[config.mk]
export PLATFORM = sky130hd
export DESIGN_NAME = spi_tgt_xbuf
export DESIGN_NICKNAME = d
export VERILOG_FILES = /design/src/rtl/spi_tgt_pkg.sv /design/src/rtl/spi_tgt_sync.sv /design/src/rtl/spi_tgt_edge.sv /design/src/rtl/spi_tgt_shift.sv /design/src/rtl/spi_tgt_rxbuf.sv /design/src/rtl/spi_tgt_xbuf.sv
export SDC_FILE = /design/constraint.sdc
export NUM_CORES = 1
export LEC_CHECK = 0
export ABC_AREA = 1
export BUFFER_PORTS_ARGS = -buffer_cell sky130_fd_sc_hd__buf_2
export CORE_MARGIN = 3
export CORE_UTILIZATION = 41
export DETAILED_ROUTE_END_ITERATION = 8
export PLACE_DENSITY = 0.66
export SLEW_MARGIN = 25
export SYNTH_ARGS = -nofsm -noshare
export SYNTH_HDL_FRONTEND = slang
export SYNTH_SLANG_ARGS = --single-unit
[constraint.sdc]
create_clock -name clk -period 3.99 [get_ports clk]
set_input_delay 0.399 -clock clk [delete_from_list [all_inputs] [get_ports clk]]
set_output_delay 0.399 -clock clk [all_outputs]
set_load 0.01 [all_outputs]
[src/rtl/spi_tgt_pkg.sv]
package spi_tgt_pkg;
    // Classification of an SCK transition seen in the system clock domain
    typedef enum logic [1:0] {
        EK_NONE = 2'd0,
        EK_SMP  = 2'd1,   // capture SDI
        EK_DRV  = 2'd2    // advance SDO
    } edge_kind_e;
endpackage

[src/rtl/spi_tgt_sync.sv]
module spi_tgt_sync #(
    parameter int STAGES  = 2,
    parameter bit RST_VAL = 1'b0
) (
    input  logic clk,
    input  logic rst_n,
    input  logic din,
    output logic dout
);
    logic [STAGES-1:0] chain_d, chain_q;

    always_comb begin
        chain_d = {chain_q[STAGES-2:0], din};
    end

    always_ff @(posedge clk or negedge rst_n) begin
        if (!rst_n) chain_q <= {STAGES{RST_VAL}};
        else        chain_q <= chain_d;
    end

    assign dout = chain_q[STAGES-1];
endmodule

[src/rtl/spi_tgt_edge.sv]
module spi_tgt_edge
    import spi_tgt_pkg::*;
#(
    parameter int STAGES = 2
) (
    input  logic       clk,
    input  logic       rst_n,
    input  logic       sck_s,
    input  logic       cfg_pol,
    input  logic       cfg_pha,
    output edge_kind_e kind
);
    localparam int WARM_MAX = STAGES + 1;
    localparam int WW       = $clog2(WARM_MAX + 1);

    typedef struct packed {
        logic          prev;
        logic [WW-1:0] warm;
    } st_t;

    st_t st_d, st_q;
    logic leading;

    always_comb begin
        st_d      = st_q;
        st_d.prev = sck_s;
        if (st_q.warm != WW'(WARM_MAX)) st_d.warm = st_q.warm + 1'b1;
        leading = (st_q.prev == cfg_pol);
        kind    = EK_NONE;
        // ignore transitions until the synchroniser chain holds real pin values
        if (st_q.warm == WW'(WARM_MAX) && sck_s != st_q.prev)
            kind = (leading ^ cfg_pha) ? EK_SMP : EK_DRV;
    end

    always_ff @(posedge clk or negedge rst_n) begin
        if (!rst_n) st_q <= '0;
        else        st_q <= st_d;
    end
endmodule

[src/rtl/spi_tgt_shift.sv]
module spi_tgt_shift
    import spi_tgt_pkg::*;
#(
    parameter int WORD_W   = 16,
    parameter int NARROW_W = 8
) (
    input  logic              clk,
    input  logic              rst_n,
    input  logic              cfg_wide,
    input  logic              cfg_sel_en,
    input  edge_kind_e        kind,
    input  logic              sdi_s,
    input  logic              ss_s,
    input  logic              tx_wr,
    input  logic [WORD_W-1:0] tx_wdata,
    output logic              tx_full,
    output logic              sdo,
    output logic              done,
    output logic [WORD_W-1:0] done_word
);
    localparam int CNT_W = $clog2(WORD_W);
    localparam logic [CNT_W-1:0] LAST_W = CNT_W'(WORD_W - 1);
    localparam logic [CNT_W-1:0] LAST_N = CNT_W'(NARROW_W - 1);

    typedef struct packed {
        logic [WORD_W-1:0] hold;
        logic              full;
        logic              pend;   // shift register owns a word (select disabled)
        logic [WORD_W-1:0] tx;
        logic [WORD_W-1:0] rx;
        logic [CNT_W-1:0]  cnt;
        logic              done;
        logic [WORD_W-1:0] word;
    } st_t;

    st_t st_d, st_q;
    logic [CNT_W-1:0]  last;
    logic [WORD_W-1:0] rx_next;
    logic              deselected;

    always_comb begin
        st_d       = st_q;
        st_d.done  = 1'b0;
        last       = cfg_wide ? LAST_W : LAST_N;
        rx_next    = {st_q.rx[WORD_W-2:0], sdi_s};
        deselected = cfg_sel_en && ss_s;

        if (deselected) begin
            // abandon any partial word; the held word stays for a retry
            st_d.cnt = '0;
            st_d.rx  = '0;
        end else begin
            if (kind == EK_DRV && st_q.cnt != '0)
                st_d.tx = st_q.tx << 1;
            if (kind == EK_SMP) begin
                st_d.rx = rx_next;
                if (st_q.cnt == last) begin
                    st_d.done = 1'b1;
                    st_d.word = cfg_wide ? rx_next
                                         : {{(WORD_W-NARROW_W){1'b0}}, rx_next[NARROW_W-1:0]};
                    st_d.cnt  = '0;
                    st_d.tx   = '0;
                    if (cfg_sel_en) st_d.full = 1'b0;
                    else            st_d.pend = 1'b0;
                end else begin
                    st_d.cnt = st_q.cnt + 1'b1;
                end
            end
        end

        // hand the held word to the shift register between words
        if (st_d.full && st_d.cnt == '0) begin
            if (cfg_sel_en) begin
                st_d.tx = st_q.hold;
            end else if (!st_d.pend) begin
                st_d.tx   = st_q.hold;
                st_d.pend = 1'b1;
                st_d.full = 1'b0;
            end
        end

        if (tx_wr && !st_q.full) begin
            st_d.hold = tx_wdata;
            st_d.full = 1'b1;
        end
    end

    always_ff @(posedge clk or negedge rst_n) begin
        if (!rst_n) st_q <= '0;
        else        st_q <= st_d;
    end

    assign tx_full   = st_q.full;
    assign done      = st_q.done;
    assign done_word = st_q.word;
    assign sdo       = (cfg_sel_en && ss_s) ? 1'b0
                     : (cfg_wide ? st_q.tx[WORD_W-1] : st_q.tx[NARROW_W-1]);


    full_from_write_chk: assert property (@(posedge clk) disable iff (!rst_n)
        $rose(st_q.full) |-> $past(tx_wr));


    held_until_sent_chk: assert property (@(posedge clk) disable iff (!rst_n)
        (cfg_sel_en && $fell(st_q.full)) |-> st_q.done);


    cnt_range_chk: assert property (@(posedge clk) disable iff (!rst_n)
        st_q.cnt <= (cfg_wide ? LAST_W : LAST_N));
endmodule

[src/rtl/spi_tgt_rxbuf.sv]
module spi_tgt_rxbuf #(
    parameter int WORD_W = 16
) (
    input  logic              clk,
    input  logic              rst_n,
    input  logic              done,
    input  logic [WORD_W-1:0] done_word,
    input  logic              rx_rd,
    input  logic              irq_clr,
    input  logic              ovf_clr,
    output logic [WORD_W-1:0] rx_rdata,
    output logic              rx_full,
    output logic              rx_ovf,
    output logic              irq
);
    typedef struct packed {
        logic [WORD_W-1:0] data;
        logic              full;
        logic              ovf;
        logic              irq;
        logic              irq_pend;
    } st_t;

    st_t st_d, st_q;

    always_comb begin
        st_d          = st_q;
        st_d.irq_pend = 1'b0;
        if (ovf_clr) st_d.ovf = 1'b0;
        if (rx_rd)   st_d.full = 1'b0;
        if (done) begin
            if (st_q.full && !rx_rd) begin
                st_d.ovf = 1'b1;
            end else begin
                st_d.data     = done_word;
                st_d.full     = 1'b1;
                st_d.irq_pend = 1'b1;
            end
        end
        if (st_q.irq_pend) st_d.irq = 1'b1;
        else if (irq_clr)  st_d.irq = 1'b0;
    end

    always_ff @(posedge clk or negedge rst_n) begin
        if (!rst_n) st_q <= '0;
        else        st_q <= st_d;
    end

    assign rx_rdata = st_q.data;
    assign rx_full  = st_q.full;
    assign rx_ovf   = st_q.ovf;
    assign irq      = st_q.irq;


    irq_follows_full_chk: assert property (@(posedge clk) disable iff (!rst_n)
        $rose(st_q.full) |=> st_q.irq);


    no_overwrite_chk: assert property (@(posedge clk) disable iff (!rst_n)
        (done && st_q.full && !rx_rd) |=> (st_q.ovf && $stable(st_q.data)));
endmodule

[src/rtl/spi_tgt_xbuf.sv]
module spi_tgt_xbuf
    import spi_tgt_pkg::*;
#(
    parameter int WORD_W      = 16,
    parameter int NARROW_W    = 8,
    parameter int SYNC_STAGES = 2
) (
    input  logic              clk,
    input  logic              rst_n,
    input  logic              cfg_pol,
    input  logic              cfg_pha,
    input  logic              cfg_wide,
    input  logic              cfg_sel_en,
    input  logic              tx_wr,
    input  logic [WORD_W-1:0] tx_wdata,
    input  logic              rx_rd,
    output logic [WORD_W-1:0] rx_rdata,
    input  logic              irq_clr,
    input  logic              ovf_clr,
    output logic              tx_full,
    output logic              rx_full,
    output logic              rx_ovf,
    output logic              irq,
    input  logic              sck,
    input  logic              sdi,
    input  logic              ss_n,
    output logic              sdo
);
    localparam int          N_PINS   = 3;
    localparam logic [2:0]  SYNC_RST = 3'b100;   // {ss_n, sdi, sck}

    logic [N_PINS-1:0] pin_raw, pin_s;
    edge_kind_e        kind;
    logic              done;
    logic [WORD_W-1:0] done_word;

    assign pin_raw = {ss_n, sdi, sck};

    for (genvar g = 0; g < N_PINS; g++) begin : g_sync
        spi_tgt_sync #(.STAGES(SYNC_STAGES), .RST_VAL(SYNC_RST[g])) u_sync (
            .clk  (clk),
            .rst_n(rst_n),
            .din  (pin_raw[g]),
            .dout (pin_s[g])
        );
    end

    spi_tgt_edge #(.STAGES(SYNC_STAGES)) u_edge (
        .clk    (clk),
        .rst_n  (rst_n),
        .sck_s  (pin_s[0]),
        .cfg_pol(cfg_pol),
        .cfg_pha(cfg_pha),
        .kind   (kind)
    );

    spi_tgt_shift #(.WORD_W(WORD_W), .NARROW_W(NARROW_W)) u_shift (
        .clk       (clk),
        .rst_n     (rst_n),
        .cfg_wide  (cfg_wide),
        .cfg_sel_en(cfg_sel_en),
        .kind      (kind),
        .sdi_s     (pin_s[1]),
        .ss_s      (pin_s[2]),
        .tx_wr     (tx_wr),
        .tx_wdata  (tx_wdata),
        .tx_full   (tx_full),
        .sdo       (sdo),
        .done      (done),
        .done_word (done_word)
    );

    spi_tgt_rxbuf #(.WORD_W(WORD_W)) u_rx (
        .clk      (clk),
        .rst_n    (rst_n),
        .done     (done),
        .done_word(done_word),
        .rx_rd    (rx_rd),
        .irq_clr  (irq_clr),
        .ovf_clr  (ovf_clr),
        .rx_rdata (rx_rdata),
        .rx_full  (rx_full),
        .rx_ovf   (rx_ovf),
        .irq      (irq)
    );
endmodule

# Word level (Yosys, flattened, before mapping)
# Index checks and enable logic that the tools add are counted.
[word_totals]
inputBits = 29
ff_bits = 99
latchBits = 0
romBits = 0
mem_count = 0
out_inout_bits = 21
ram_bits = 0
word_cells = 74
[op_classes]
div = 0
n_shift = 0
order_cmp = 0
n_eq_ne = 7
bitwise = 3
multipliers = 0
muxes = 30
addsub = 2
reduce_logical = 14
[ops]
columns = ["operator", "count"]
rows = [
  ["2-to-1 mux 18 bit", 4],
  ["2-to-1 mux 55 bit", 1],
  ["2-to-1 mux 16 bit", 3],
  ["2-to-1 mux 17 bit", 2],
  ["2-to-1 mux 19 bit", 1],
  ["2-to-1 mux 1 bit", 13],
  ["2-to-1 mux 2 bit", 4],
  ["2-to-1 mux 4 bit", 2],
  ["logical AND 1 bit", 6],
  ["adder 4 x 1 -> 4 bit (second input constant)", 1],
  ["== test 2 bit (second input constant)", 2],
  ["== test 4 bit", 1],
  ["zero test 4 bit", 1],
  ["nonzero test 2 bit", 2],
  ["nonzero test 4 bit", 1],
  ["AND reduction 3 bit", 1],
  ["adder 2 x 1 -> 2 bit (second input constant)", 1],
  ["== test 2 x 1 -> 1 bit (second input constant)", 1],
  ["zero test 1 bit", 2],
  ["!= test 2 bit (second input constant)", 1],
  ["NOT 1 bit", 2],
  ["AND reduction 2 bit", 1],
  ["== test 1 bit", 1],
  ["!= test 1 bit", 1],
  ["bitwise XOR 1 bit", 1],
]

# Longest topological paths before layout
[depth]
depth_word = 14
depth_mapped = 16
depth_no_buf = 14

# Modules after synthesis
# From an unflattened synthesis, not the netlist that was laid out.
[unflattened]
hier_cells = 463
area_unflattened_um2 = 4460.5
[modules_own_cells]
columns = ["mod", "seq_area_each_um2", "area_each_um2", "n_inst", "cells_each"]
rows = [
  ["spi_tgt_shift", 1751.7, 3303.2, 1, 349],
  ["spi_tgt_rxbuf", 500.5, 808.3, 1, 82],
  ["spi_tgt_edge", 75.1, 196.4, 1, 26],
  ["spi_tgt_sync at g_sync[0].u_sync ...", 50.0, 50.0, 2, 2],
  ["spi_tgt_sync at g_sync[2].u_sync", 52.6, 52.6, 1, 2],
]

# Least setup slack after synthesis
# No wires, ideal clock.
[synth_path]
kind = "register -> register"
startpoint = "register u_edge.st_q[0] in the netlist's numbering"
endpoint = "register u_shift.st_q[43] in the netlist's numbering"
path_stages_with_launch = 15
arrival_time_ns = 1.761
n_path_buf = 2
synth_period_minus_slack_ns = 1.877
t_required_ns = 3.873
slack_ns = 2.113
setup_ns = 0.117
cell_sequence = "dfrtp_1 > ha_1 > nand2_1 > nor2_4 > nand2_2 > buf_6 > nand2_1 > nand2_1 > nand2_2 > nand3_4 > nor2_8 > nand2_4 > buf_6 > nand2_1 > nand2_1"
[synth_lines]
columns = ["element", "line_no", "rtl"]
rows = [
  ["from (decl)", "spi_tgt_edge.sv:21", "st_t st_d, st_q;"],
  ["from (signal assigned)", "spi_tgt_edge.sv:37", "else st_q <= st_d;"],
  ["to (signal assigned)", "spi_tgt_shift.sv:90", "else st_q <= st_d;"],
  ["to (decl)", "spi_tgt_shift.sv:36", "st_t st_d, st_q;"],
]

==> summary.md <==
| Metric | Value |
|---|---|
| Routability-driven placement congestion ratio | `0.8133` |
| Number of antenna cells inserted | `0` |
| Slew headroom | `46.79%` |
| Filler Cells Inserted | `980` |
| CORE AREA | `9910 sq um` |
| Average detailed-routed wire length per instance | `12.31 um` |
| Global router's overall resource usage | `14.40%` |
| Highest ir drop seen on vdd | `0.3180 mV` |
| Critical path startpoint category | `flop` |
| Number of setup buffers added after CTS | `0` |
| Result of the run | `finished clean` |
| Reg-to-reg setup timing slack | `1720 ps` |
| Count of antenna-violating nets left after detailed routing | `0` |
| Worst EP arrival | `2570 ps` |
| Worst setup slack after layout | `1718 ps` |
| Effective utilization at floorplan | `42.90%` |
| Total global routing overflow | `0` |
| Final setup violating endpoints | `0` |
| Number of placed I/O pins | `50` |
| Clock tree from TritonCTS | `built` |
| Mapped Cells | `449` |
| Post-Route Setup TNS | `0 ps` |
| Clock latency reported for the late side of the worst-skew pair | `360 ps` |
| Number of clock sinks | `99` |
| Number of violations reported at the end of detailed-routing iteration 0 | `139` |
| Horizontal extent of the die | `107.8 um` |
| Final hold violation count | `0` |
| Most frequent cells in the layout | `sky130_fd_sc_hd__nand2_1, sky130_fd_sc_hd__dfrtp_1, sky130_fd_sc_hd__buf_2` |
| Pre-antenna DRT Iters | `4` |
| Pre-CTS worst setup slack | `1620 ps` |
| Post-Synthesis Mean Instance Area | `9.469 sq um` |
| Die Ht | `107.8 um` |
| # hold bufs at CTS | `0` |
| Kind of end point of the critical path | `flop` |
| Slew Limit Fails | `0` |
| Net count after synthesis | `481` |
| Global-route wire length before repair | `13420 um` |
| Maximum number of pins on one net before global-route repair | `67` |
| Worst Tran Pin Value | `798.2 ps` |
| Leading register cell type out of synthesis | `sky130_fd_sc_hd__dfrtp_1` |
| Leakage power summed over all cells | `2.490 nW` |
| Path type of the worst setup path | `reg2reg` |
| MaxCap Viol Count | `0` |
| Count of vias placed by the detailed router | `3045` |
| Max Fclk | `440.1 MHz` |
| Synth-to-Final Area Change | `13.01%` |
| Share of the cycle needed by the critical path after routing | `56.95%` |
| Count of cell types in the netlist | `31` |
| Share of async-settable or async-resettable flops after synthesis | `100.0%` |
| Number of port buffers | `49` |
| Most common library cell in the layout ignoring fill and taps | `sky130_fd_sc_hd__nand2_1` |
| Post-synth EDFFs | `0` |
| Root buffer selected by CTS | `sky130_fd_sc_hd__clkbuf_8` |
| PnR Total Power | `2.685 mW` |
| Unrepaired setup endpoints after global routing | `false` |
| CTS max path bufs | `2` |
| Share of cells above drive strength 1 | `20.68%` |
| Synthesis warning total | `0` |
| Inserted Clock Buffers | `9` |
| Portion of the post-synthesis area used by sequential elements | `58.33%` |
| Routed wire length | `7766 um` |
| Count of instances resized after the clock tree is built | `0` |
| Vias in the first global route | `2937` |
| Clock skew after layout | `14.68 ps` |
| Half-perimeter wire length after placement | `5353 um` |
| # DRC | `0` |
| Required time at the endpoint of the critical path | `4290 ps` |
| Final net count | `526` |
| Per-cell via count in the routed design | `4.826` |
| Post-Synthesis Cell Area | `4252 sq um` |
| Type of the tightest min-delay check | `in2async` |
| Die Footprint | `11630 sq um` |
| Flop and latch count out of synthesis | `99` |
| Largest fanout on the critical path | `17` |
| Number of standard-cell rows in the floorplan | `36` |
| Post-layout min period | `2272 ps` |
| Initial antenna violation count | `0` |
| Clock-pin slew on the worst setup and hold paths | `90 ps` |
| H-Tree Level Count | `3` |
| Power Dens Cells | `558.8 nW/um^2` |
## layout make-up
cell class                 instances  area [sq um]  share of cell area (%)
multi-input combinational        287          1514                   31.51
inverter                          47         176.4                   3.672
clock buffer                      10         127.6                   2.656
timing repair buffer              50         255.2                   5.313
sequential                        99          2480                   51.61
clock inverter                     5         85.08                   1.771
tap                              133         166.4                   3.464
## registers in the layout, summed over array words and instances (netlist names)
signal	flops
u_shift.rx_next	15
u_rx.irq	1
u_rx.rx_rdata	16
u_shift.tx_full	1
u_shift.st_q	37
u_rx.rx_ovf	1
u_shift.done	1
u_rx.rx_full	1
g_sync.u_sync.chain_q	6
u_shift.done_word	16
u_edge.st_q	3
u_rx.st_q	1
## stage by stage
step	instances	utilization, %	hold slack, ps	cell area [sq um]
floorplan	449	-	103.4	4252
global placement	616	46.34	332.8	4592
detailed placement	616	46.34	336.5	4592
CTS	631	48.48	121.9	4805
global route	631	48.48	112.4	4805
finish	631	48.48	113.6	4805
## worst max-delay path, stage by stage, from the launching register on
cell	delay, ps
sky130_fd_sc_hd__dfrtp_1	460
sky130_fd_sc_hd__ha_1	250
sky130_fd_sc_hd__nand2_1	70
sky130_fd_sc_hd__clkinv_1	70
sky130_fd_sc_hd__nand3_2	110
sky130_fd_sc_hd__clkinv_1	120
sky130_fd_sc_hd__nand3_2	280
sky130_fd_sc_hd__nand3_2	390
sky130_fd_sc_hd__nand2_4	310
sky130_fd_sc_hd__nand2_1	80
sky130_fd_sc_hd__nand2_1	70
## cells by family after synthesis
group,synth area share (%)
compound gates,7.858
xor+xnor,0.4121
fa+ha+maj,0.8830
buf+inv,6.062
flops,58.33
mux,4.503
simple gates,21.95
## power breakdown
group	total [mW]	internal [mW]	leakage, nW	switching, mW
registers	1.36	1.23	1.24	0.126
logic	0.633	0.273	1.14	0.360
clock network	0.691	0.355	0.103	0.336
## routing by layer
metal | vias to the layer above | GRT usage [%] | share of wire, %
li1 | 1537 | - | -
met1 | 1433 | 18.19 | 46
met2 | 69 | 24.25 | 48
met3 | 6 | 4.259 | 4.9
met4 | 0 | 3.607 | 0.88
met5 | - | 0 | 0
## path summary, 6_finish.rpt
path                                             startpoint                     endpoint  depth (start not counted)
min in group clk                                       ss_n  g_sync[2].u_sync.chain_q[0]                          1
worst max-delay path                       u_shift.st_q[17]             u_shift.st_q[49]                         10
worst max register to register             u_shift.st_q[17]             u_shift.st_q[49]                         10
max in group asynchronous                             rst_n  g_sync[2].u_sync.chain_q[0]                          2
worst min register to register  g_sync[2].u_sync.chain_q[0]  g_sync[2].u_sync.chain_q[1]                          0
worst min-delay path                                  rst_n             u_rx.rx_rdata[0]                          1
## cell usage after synthesis (3+ instances only)
library cell | instances | area (sq um)
sky130_fd_sc_hd__nand2_1 | 135 | 506.7
sky130_fd_sc_hd__o22ai_1 | 14 | 87.58
sky130_fd_sc_hd__nand3_2 | 6 | 60.06
sky130_fd_sc_hd__ha_1 | 3 | 37.54
sky130_fd_sc_hd__nand2_2 | 3 | 18.77
sky130_fd_sc_hd__clkinv_1 | 4 | 15.01
sky130_fd_sc_hd__nor2_1 | 25 | 93.84
sky130_fd_sc_hd__dfrtp_1 | 97 | 2427
sky130_fd_sc_hd__clkbuf_1 | 11 | 41.29
sky130_fd_sc_hd__o31ai_1 | 4 | 30.03
sky130_fd_sc_hd__inv_1 | 41 | 153.9
sky130_fd_sc_hd__a21oi_1 | 16 | 80.08
sky130_fd_sc_hd__o21ai_0 | 18 | 90.09
sky130_fd_sc_hd__mux2_2 | 17 | 191.4
sky130_fd_sc_hd__nand3_1 | 28 | 140.1
Note: power is estimated with default switching activity, not from simulation.
